File: config.mk
export PLATFORM = sky130hd
export DESIGN_NAME = ravg_filter
export DESIGN_NICKNAME = d
export VERILOG_FILES = /design/src/rtl/ravg_filter.sv
export SDC_FILE = /design/constraint.sdc
export NUM_CORES = 1
export LEC_CHECK = 0
export CAP_MARGIN = 5
export CORE_ASPECT_RATIO = 0.6
export CORE_MARGIN = 3
export CORE_UTILIZATION = 53
export CTS_CLUSTER_SIZE = 28
export DETAILED_ROUTE_END_ITERATION = 12
export DONT_BUFFER_PORTS = 1
export PLACE_DENSITY = 0.78
export SYNTH_ARGS = -nofsm -noshare
export SYNTH_HDL_FRONTEND = slang
export SYNTH_SLANG_ARGS = --single-unit
File: constraint.sdc
create_clock -name clk -period 3.8 [get_ports clk]
set_input_delay 0.19 -clock clk [delete_from_list [all_inputs] [get_ports clk]]
set_output_delay 0.19 -clock clk [all_outputs]
set_load 0.03 [all_outputs]
File: src/rtl/ravg_filter.sv
module ravg_filter #(
  parameter int DW     = 8,
  parameter int STAGES = 4
) (
  input  logic          clk,
  input  logic          rst,
  input  logic          step_in,
  input  logic [DW-1:0] sample_in,
  output logic [DW-1:0] avg_out
);
  localparam int DEPTH = 2 * STAGES;
  localparam int SHIFT = $clog2(DEPTH);
  localparam int SW    = DW + SHIFT;

  logic          step_q;
  logic          en;
  logic [SW-1:0] sum_q;
  logic [DW-1:0] link [STAGES+1];
  logic [DW-1:0] tail;

  always_ff @(posedge clk) begin
    if (rst) step_q <= 1'b0;
    else     step_q <= step_in;
  end

  assign en      = step_in & ~step_q;
  assign link[0] = sample_in;
  assign tail    = link[STAGES];

  for (genvar g = 0; g < STAGES; g++) begin : g_stage
    logic [DW-1:0] lo_q, hi_q;
    always_ff @(posedge clk) begin
      if (rst) begin
        lo_q <= '0;
        hi_q <= '0;
      end else if (en) begin
        lo_q <= link[g];
        hi_q <= lo_q;
      end
    end
    assign link[g+1] = hi_q;
  end

  always_ff @(posedge clk) begin
    if (rst)     sum_q <= '0;
    else if (en) sum_q <= sum_q + SW'(sample_in) - SW'(tail);
  end

  always_ff @(posedge clk) begin
    if (rst) avg_out <= '0;
    else     avg_out <= sum_q[SW-1:SHIFT];
  end
endmodule


After elaboration in Yosys (flattened, before gate mapping)
Cells that the tools add are included.

storage, ports and cells
  flip-flop bits (word level) = 84
  input bits = 11

operators by class
  $add $sub $neg = 2
  bitwise logic cells = 2

operators with widths
  kind             number
  $add A11 B8 Y11  1
  $sub A11 B8 Y11  1
  $and A1 B1 Y1    1
  $not A1 Y1       1

Logic depth before layout (Yosys ltp)
Gate-level depths: netlist (run 1).

  word-level depth = 2
  mapped depth = 10

Worst setup path after synthesis (run 1)
Ideal clock, no wire load.

  path type = reg-to-reg
  start point = register sum_q[1]
  end point = register sum_q[6]
  library setup time = 122 ps
  arrival = 2345 ps
  required time = 3678 ps
  path slack = 1333 ps
  stages on the path, launching flop included = 9
  path buffers = 0
  path through = dfxtp_1 > inv_1 > fa_1 > inv_1 > fa_1 > a211o_1 > a21o_1 > a21o_1 > a221o_1

between the ends
  cells in the longest elaborated chain, start to end = 2

ends and longest elaborated chain
  item                    RTL line  RTL
  from (decl)             17        logic [SW-1:0] sum_q;
  from (signal assigned)  46        else if (en) sum_q <= sum_q + SW'(sample_in) - SW'(tail);
  $add A11 B8 Y11         46
  $sub A11 B8 Y11         46

Every way passes these cells.
A chain may end at the register's enable or synchronous reset.

Worst setup path after layout (run 1)
Same ends and word-level chain as after synthesis.

==> results by stage, run 1 <==
Power:
- The internal power of the cells totals 1620 uW.
- The leakage component of the power is 0.00152 uW.
- The total net switching power is 616 uW.
- The register share of total power is 43.2%.
- Dividing total power by cell area gives a power density of 555 nW/um2.
- Combinational logic is responsible for 18.6% of the overall power.
- The switching power as a share of total power is 27.5%.
- The clock network is responsible for 38.2% of the overall power.
- Across the VDD grid, the largest voltage drop is 0.000472 V.

Min path:
- The type of the most critical hold path is in2reg.

STA:
- The maximum clock frequency is 385 MHz.
- Setup repair after global routing left no endpoint under its margin.
- The count of final hold-check violations was 0.
- The final setup skew is 0.00350 ns.
- The summed negative setup slack over all endpoints is 0 ns.
- The shortest period the worst path allows is 2.60 ns.
- The number of max-slew violations in the final report is 0.
- Of the available clock period, the critical path in the final layout requires 68.4%.
- The final setup violation count is 0.
- The pin slew with the least headroom to its limit is 1.07 ns.
- In this run the tightest slew margin relative to its limit is 28.2%.
- The worst-case setup margin in the final layout is 1.20 ns.

Finish:
- The net count of the finished layout is 478.
- Fill cells in the final layout number 564.
- The diode insertion count for antenna repair is 0.
- The multi-input combinational cells in the finished layout cover a total of 1700 um2.
- The area growth from synthesis to layout is 9.66%.
- The sequential cells in the finished layout cover a total of 1680 um2.
- The fraction of layout cells with a size suffix above 1 is 5.08%.

Synth:
- The warning count from the yosys run is 0.
- Summing the areas of all fa, ha and maj instances in the mapped netlist gives 8.10% of the synthesized area.
- By area, the combinational part of the netlist is dominated by simple AND/OR/NAND/NOR gates.
- The share of async-settable or async-resettable flops after synthesis is 0%.
- The number of enable-type register cells in the synthesized netlist is 0.
- Averaged over all synthesized cells, the footprint is 8.05 um2.
- Summing the areas of all xor and xnor instances in the mapped netlist gives 0.238% of the synthesized area.
- For this run, the leading register cell type out of synthesis is sky130_fd_sc_hd__dfxtp_1.
- The count of unique library cells instantiated by Yosys is 48.
- The post-synthesis sequential element count is 84.
- Of the post-synthesis cell area, the part taken by muxes is 0.272%.
- After synthesis, flip-flops and latches occupy 45.7% of the total area.
- After synthesis the cells add up to 3680 um2.
- The cell count after synthesis is 457.
- Synthesis produced a netlist with a net count of 487.
- The complex-gate fraction of the synthesized area is 15.5%.
- The simple logic cell fraction of the synthesized area is 21.7%.

Placement:
- The HPWL reported at the end of detailed placement is 4410 um.
- Routability-driven placement finished with a final weighted congestion of 0.855.
- The number of port buffers is 0.
- The worst slack after detailed placement is 1.23 ns.

Clock network:
- Once the clock tree was built, the resizer swapped 0 gates to a different size.
- Counting every sink on the clock net gives 84.
- In this run the clock root is driven by a sky130_fd_sc_hd__clkbuf_16.
- No sink is reached through more buffers than the 2 on the longest clock path.
- The CTS buffer count is 9.
- The H-tree depth is 3.
- The clock reaches the later pin of the worst-skew pair after 0.33 ns.
- The clock-pin slew on the worst setup and hold paths is 0.06 ns.
- In this run the post-CTS setup repair buffer count came out at 0.
- The hold buffer count at cts is 9.
- TritonCTS built the clock tree.

Flow run:
- Across the run, the number of max-cap violations was 0.

Floorplanning:
- For this design the top-level I/O count stands at 19.
- The area enclosed by the die boundary is 8010 um2.
- The region available for standard cell placement spans 6410 um2.
- The initial core utilization is 57.3%.
- The horizontal die dimension is 114 um.
- The height of the die is 70.5 um.
- The initialized floorplan defines 22 standard-cell rows.

Global route:
- The number of antenna violations at the first check in global routing is 0.
- For this run, the total global-route usage over all layers was measured as 18.5%.
- The via count of the first global-routing pass was 2566.
- The global-route wire length before repair is 11700 um.
- The total overflow left after global routing is 0.
- Entering global routing, the biggest net connects 80 pins.

Routing:
- The detail-routed net length per standard cell is 13.0 um.
- The detailed router's first-iteration violation count is 178.
- The final wirelength is 6990 um.
- The detailed-routing iteration count for the pre-antenna-repair pass is 4.
- The remaining routing DRC violations is 0.
- The number of vias in the routed layout is 2846.
- The average vias per placed instance is 5.30.
- Once detail routing completed, the nets flagged for antenna violations numbered 0.

Worst setup path:
- STA puts the critical path data required time at 4.07 ns.
- The setup path with the least slack is of type reg2reg.
- The data arrival time of the critical path is 2.87 ns.
- The sort of element at the end of the critical path is a register.
- STA classifies the critical path startpoint as a register.
- Along the worst path, the maximum fanout reaches 3.

Status:
- The run finished with clean final reports.
[worst max-delay path: stages, from the launching register on]
cell,delay [ns]
sky130_fd_sc_hd__dfxtp_1,0.32
sky130_fd_sc_hd__inv_1,0.05
sky130_fd_sc_hd__fa_1,0.51
sky130_fd_sc_hd__inv_1,0.07
sky130_fd_sc_hd__fa_1,0.48
sky130_fd_sc_hd__a211o_1,0.34
sky130_fd_sc_hd__a21o_1,0.18
sky130_fd_sc_hd__a21o_1,0.21
sky130_fd_sc_hd__nor4b_2,0.24
sky130_fd_sc_hd__a221o_1,0.14
[Yosys cell counts (all sizes together) (2+ instances only)]
cell type / number / area (um2)
buf: 13 / 71.3
nor4b: 2 / 23.8
a211oi: 2 / 15.0
nor2: 13 / 48.8
nand4: 2 / 12.5
ha: 11 / 138
or4: 2 / 15.0
o21a: 2 / 15.0
nand2: 145 / 544
nand3: 6 / 30.0
nand3b: 2 / 15.0
nor2b: 4 / 25.0
a211o: 3 / 27.5
a21oi: 75 / 375
a21o: 4 / 31.3
nor3: 4 / 20.0
o21ai: 2 / 10.0
and4: 2 / 18.8
clkbuf: 18 / 109
o211ai: 3 / 27.5
dfxtp: 84 / 1680
fa: 8 / 160
inv: 34 / 128
[through the flow]
stage          instance area (um2)  total power, uW  hold WS, ns  cells  utilization (%)
2_1_floorplan                 3680             1320        0.318    457                -
3_3_place_gp                  3630             1350        0.265    512             56.6
3_5_place_dp                  3630             1370        0.264    512             56.6
4_1_cts                       4030             2260      0.00383    537             62.9
5_1_grt                       4030             2350      0.00207    537             62.9
6_report                      4030             2240      0.00768    537             62.9
[registers in the layout, indices dropped and copies added, names as in the netlist]
register      count
g_stage.hi_q     32
step_q            1
avg_out           8
g_stage.lo_q     32
sum_q            11
[layout make-up]
| cell class | count | share of cell area (%) |
|---|---|---|
| Timing Repair Buffer | 11 | 3.04 |
| Clock inverter | 1 | 0.745 |
| Clock buffer | 15 | 6.64 |
| Inverter | 34 | 3.16 |
| Multi-Input combinational cell | 308 | 42.1 |
| Sequential cell | 84 | 41.7 |
| Tap cell | 84 | 2.61 |
[cell usage in the layout (no fill, tap or decap), types with 2 or more instances in the layout]
| master | synthesis | final |
|---|---|---|
| sky130_fd_sc_hd__dlygate4sd3_1 | 0 | 8 |
| sky130_fd_sc_hd__nor3_1 | 4 | 4 |
| sky130_fd_sc_hd__buf_4 | 0 | 2 |
| sky130_fd_sc_hd__nand3_1 | 6 | 6 |
| sky130_fd_sc_hd__clkbuf_8 | 4 | 2 |
| sky130_fd_sc_hd__a21o_1 | 3 | 3 |
| sky130_fd_sc_hd__dfxtp_1 | 84 | 84 |
| sky130_fd_sc_hd__a211o_1 | 2 | 2 |
| sky130_fd_sc_hd__nor2_1 | 13 | 13 |
| sky130_fd_sc_hd__fa_1 | 8 | 8 |
| sky130_fd_sc_hd__clkbuf_1 | 13 | 4 |
| sky130_fd_sc_hd__nor2b_1 | 4 | 3 |
| sky130_fd_sc_hd__or4_1 | 2 | 2 |
| sky130_fd_sc_hd__ha_1 | 11 | 11 |
| sky130_fd_sc_hd__nand3b_1 | 2 | 2 |
| sky130_fd_sc_hd__nand2_1 | 145 | 145 |
| sky130_fd_sc_hd__o21ai_0 | 2 | 2 |
| sky130_fd_sc_hd__clkbuf_16 | 0 | 9 |
| sky130_fd_sc_hd__a211oi_1 | 2 | 2 |
| sky130_fd_sc_hd__nand4_1 | 2 | 2 |
| sky130_fd_sc_hd__inv_1 | 34 | 34 |
| sky130_fd_sc_hd__o211ai_1 | 2 | 2 |
| sky130_fd_sc_hd__o21a_1 | 2 | 2 |
| sky130_fd_sc_hd__a21oi_1 | 75 | 75 |
[power groups by stage]
stage	sequential (uW)	combinational (uW)	clock, uW
after global routing	972	461	921
after floorplan	981	344	0
after detailed placement	986	382	0
after global placement	985	369	0
final	968	417	855
after CTS	968	408	880
[per-layer routing]
metal  share of wire [%]  vias up  wire [um]  global-route usage (%)
met5                   0        -          0                       0
met4                 1.1        0         79                    5.60
met3                 4.3        7        303                    7.45
met2                  43       43       3000                    26.9
met1                  52     1322       3600                    25.3
li1                    -     1474          -                       -
[path summary, 6_finish.rpt]
check	endpoint	depth (start not counted)	startpoint	slack (ns)
worst min-delay path	step_q$_SDFF_PP0_	1	step_in	0.008
worst max-delay path	sum_q[6]$_SDFFE_PP0P_	9	sum_q[1]$_SDFFE_PP0P_	1.20
worst min register to register	g_stage[1].hi_q[7]$_SDFFE_PP0P_	2	g_stage[1].lo_q[7]$_SDFFE_PP0P_	0.45
worst max register to register	sum_q[6]$_SDFFE_PP0P_	9	sum_q[1]$_SDFFE_PP0P_	1.20
[cell families after synthesis]
logic type,count (synthesis)
buffers and inverters,65
AND/OR/NAND/NOR,188
adder cells (fa/ha/maj),19
multiplexers,1
AO/OA/AOI/OAI,99
XOR/XNOR,1
flip-flops,84
(Power assumes the default switching activity.)
==> run 2: changes to the inputs <==
Clock period 3.8 ns to 2.4 ns, I/O delays scaled along.
==> run 2 against run 1 <==
Sequential cell count unchanged. Power increased by 64%. Count of clock-buffer cells in the layout decreased by 4. Wire length increased by 7.2%. Combinational power increased by 96%. Sequential power increased by 58%. Die area unchanged. Cell count increased by 2.2%. Clock skew increased by 0.0054 ns. Sequential share of layout area decreased by 1.9 points. Critical path depth decreased by 1. First-iteration DRC count increased by 42%.
==> results by stage, run 2 (synthesized netlist as in run 1, its figures left out) <==
Routing:
- The detailed router's first-iteration violation count came to 253 (+42%).
- The average vias per placed instance is 5.32 (+0.36%).
- The number of nets with antenna violations after routing was 0 (unchanged).
- The detail-routed net length per standard cell is 13.6 um (+4.9%).
- The final wirelength is 7490 um (+7.2%).
- The remaining routing DRC violations was 0 (unchanged).
- The number of vias in the routed layout is 2920 (+2.6%).
- The detailed-routing iteration count for the pre-antenna-repair pass is 5 (+1).

Finish:
- The number of nets in the layout is 490 (+2.5%).
- The post-layout instance count excluding filler cells is 549 (+2.2%).
- The library cell used most frequently in the layout, excluding fill and tap cells, is sky130_fd_sc_hd__nand2_1.
- The fraction of layout cells with a size suffix above 1 is 11.4% (+6.3 points).
- Leaving out fill and tap cells, the most frequent cells in the layout are sky130_fd_sc_hd__nand2_1, sky130_fd_sc_hd__dfxtp_1, sky130_fd_sc_hd__a21oi_1, sky130_fd_sc_hd__inv_1.
- In the final layout, the registers with the most flip-flops are g_stage.hi_q (32), g_stage.lo_q (32), sum_q (11).
- The area growth from synthesis to layout is 15.1%.
- The diode insertion count for antenna repair is 0 (unchanged).

Placement:
- The number of port buffers is 0 (unchanged).
- The count of placed standard cells including taps is 522 (+2.0%).
- The HPWL reported at the end of detailed placement was 4690 um (+6.4%).
- The routability congestion estimate was 0.867 (+1.4%).

Worst setup path:
- The setup path with the least slack is of type reg2reg.
- The startpoint of the worst setup timing path is sum_q[1]$_SDFFE_PP0P_.
- The terminus of the critical flop-to-flop path is sum_q[6]$_SDFFE_PP0P_.
- The data arrival time of the critical path is 2.57 ns (-0.30 ns).
- The data required time at the worst endpoint is 2.62 ns (-1.45 ns).
- The worst register-to-register path begins at sum_q[1]$_SDFFE_PP0P_.
- STA classifies the critical path startpoint as a register.
- The sort of element at the end of the critical path is a register.
- The reg2reg setup slack is 0.05 ns (-1.15 ns).
- The depth of the most critical reg-to-reg path is 8 (-1).
- The critical path endpoint is sum_q[6]$_SDFFE_PP0P_.
- The peak fanout along the critical path is 3 (unchanged).

Power:
- The largest voltage drop on the vdd net came to 0.000571 V (+21%).
- The ratio of total power to cell area is 868 nW/um2 (+56%).
- The leakage component of the power came to 0.00158 uW (+4.1%).

STA:
- The final hold slack is 0.0516 ns (+0.0440 ns).
- The number of max-slew violations in the final report is 0 (unchanged).
- The pin slew with the least headroom to its limit was 0.399 ns (-0.676 ns).
- The tightest slew margin relative to the limit is 73.3% (+45 points).
- The shortest period the worst path allows is 2.35 ns (-0.252 ns).
- The final setup violation count is 0 (unchanged).
- The maximum clock frequency is 426 MHz (+11%).
- The count of final hold-check violations is 0 (unchanged).
- The final period utilization came to 97.8% (+29 points).
- Setup repair after global routing could not meet its margin everywhere.
- The final setup skew was 0.00887 ns (+0.00537 ns).

Floorplanning:
- The area of the core region came to 6410 um2 (unchanged).
- The height of the die is 70.5 um (unchanged).
- The count of standard-cell rows is 22 (unchanged).
- The horizontal die dimension is 114 um (unchanged).
- The area enclosed by the die boundary is 8010 um2 (unchanged).
- The initial core utilization is 57.3% (unchanged).
- The number of placed I/O pins came to 19 (unchanged).

Clock network:
- The largest buffer count on any clock path is 2 (unchanged).
- The CTS buffer count is 9 (unchanged).
- The tree is rooted in a sky130_fd_sc_hd__clkbuf_16.
- The clock-pin slew on the worst setup and hold paths is 0.06 ns (about the same).
- The number of sinks driven by the clock tree is 84 (unchanged).
- The TritonCTS clock tree is built.
- The H-tree depth is 3 (unchanged).
- The latest clock arrival within the worst-skew pair was 0.34 ns (about the same).

Min path:
- The hold-critical path depth is 3 (+2).
- The type of the most critical hold path is in2reg.

Global route:
- The all-layer global routing usage is 19.7% (+1.2 points).
- The number of antenna violations at the first check in global routing was 0 (unchanged).
- The global-route wire length before repair is 12700 um (+8.6%).
- The total overflow reported by the global router is 0 (unchanged).
- The via count of the first global-routing pass came to 2785 (+8.5%).
- The maximum number of pins on one net before global-route repair was 85 (+6.3%).

Status:
- The flow ran to the end, and the final reports show no timing, DRC or antenna violations.

Flow run:
- The number of max-cap violations is 0 (unchanged).
## run 2: cell count changes in the layout (fill, tap and decap cells not counted), moves of 3 or more
cell | previous run | this run
sky130_fd_sc_hd__ha_4 | 0 | 4
sky130_fd_sc_hd__clkinv_2 | 0 | 3
sky130_fd_sc_hd__ha_1 | 11 | 7
sky130_fd_sc_hd__buf_4 | 2 | 12
## run 2: what timing repair did
item / in CTS / in global routing
endpoints found under the setup margin: 3 / 5
endpoints found under the hold margin: 81 / 0
gates resized for setup: 3 / 17
hold buffers: 10 / 0
pin swaps: 3 / 4
setup buffers: 1 / 0
## run 2: how the worst min path moves through the flow
| stage | start | to |
|---|---|---|
| 2_1_floorplan | step_in | step_q$_SDFF_PP0_ |
| 3_3_place_gp | rst | avg_out[4]$_SDFF_PP0_ |
| 3_5_place_dp | rst | avg_out[4]$_SDFF_PP0_ |
| 4_1_cts | rst | sum_q[9]$_SDFFE_PP0P_ |
| 5_1_grt | rst | sum_q[9]$_SDFFE_PP0P_ |
| 6_report | rst | sum_q[9]$_SDFFE_PP0P_ |
## run 2: area by class of cell
type / count / area [um2]
fill: 536 / 2180
multi-input combinational: 308 / 1800
sequential: 84 / 1680
clock buffer: 11 / 233
timing repair buffer: 23 / 228
inverter: 34 / 128
tap: 84 / 105
clock inverter: 5 / 52.6
## run 2: metal layers
layer	track usage, %	wire (um)
met1	26.3	3590
met2	29.3	3360
met3	7.71	472
met4	6.40	64
met5	0	0
## run 2: worst max-delay path, cell delays in order, from the launching register on
cell,delay (ns)
sky130_fd_sc_hd__dfxtp_2,0.33
sky130_fd_sc_hd__inv_2,0.04
sky130_fd_sc_hd__fa_1,0.51
sky130_fd_sc_hd__inv_2,0.05
sky130_fd_sc_hd__fa_2,0.34
sky130_fd_sc_hd__a211o_1,0.29
sky130_fd_sc_hd__a21o_1,0.18
sky130_fd_sc_hd__a21o_1,0.19
sky130_fd_sc_hd__a221o_1,0.32
## run 2: per-stage QoR
| step | TNS (ns) | power, uW | cell area, um2 | utilization [%] | setup slack (ns) |
|---|---|---|---|---|---|
| 2_1_floorplan | 0 | 2100 | 3680 | - | 0.0331 |
| 3_3_place_gp | -0.00647 | 2220 | 3720 | 58.0 | -0.00647 |
| 3_5_place_dp | -0.0658 | 2240 | 3720 | 58.0 | -0.0469 |
| 4_1_cts | 0 | 3620 | 4140 | 64.5 | 0.00357 |
| 5_1_grt | -0.0842 | 3860 | 4230 | 66.0 | -0.0462 |
| 6_report | 0 | 3680 | 4230 | 66.0 | 0.0531 |
## run 2: report_power, final
part	leakage [uW]	internal (uW)	switching [uW]	total [uW]
clock	0.000139	800	525	1320
combinational	0.000756	346	471	817
sequential	0.000682	1460	71.0	1530
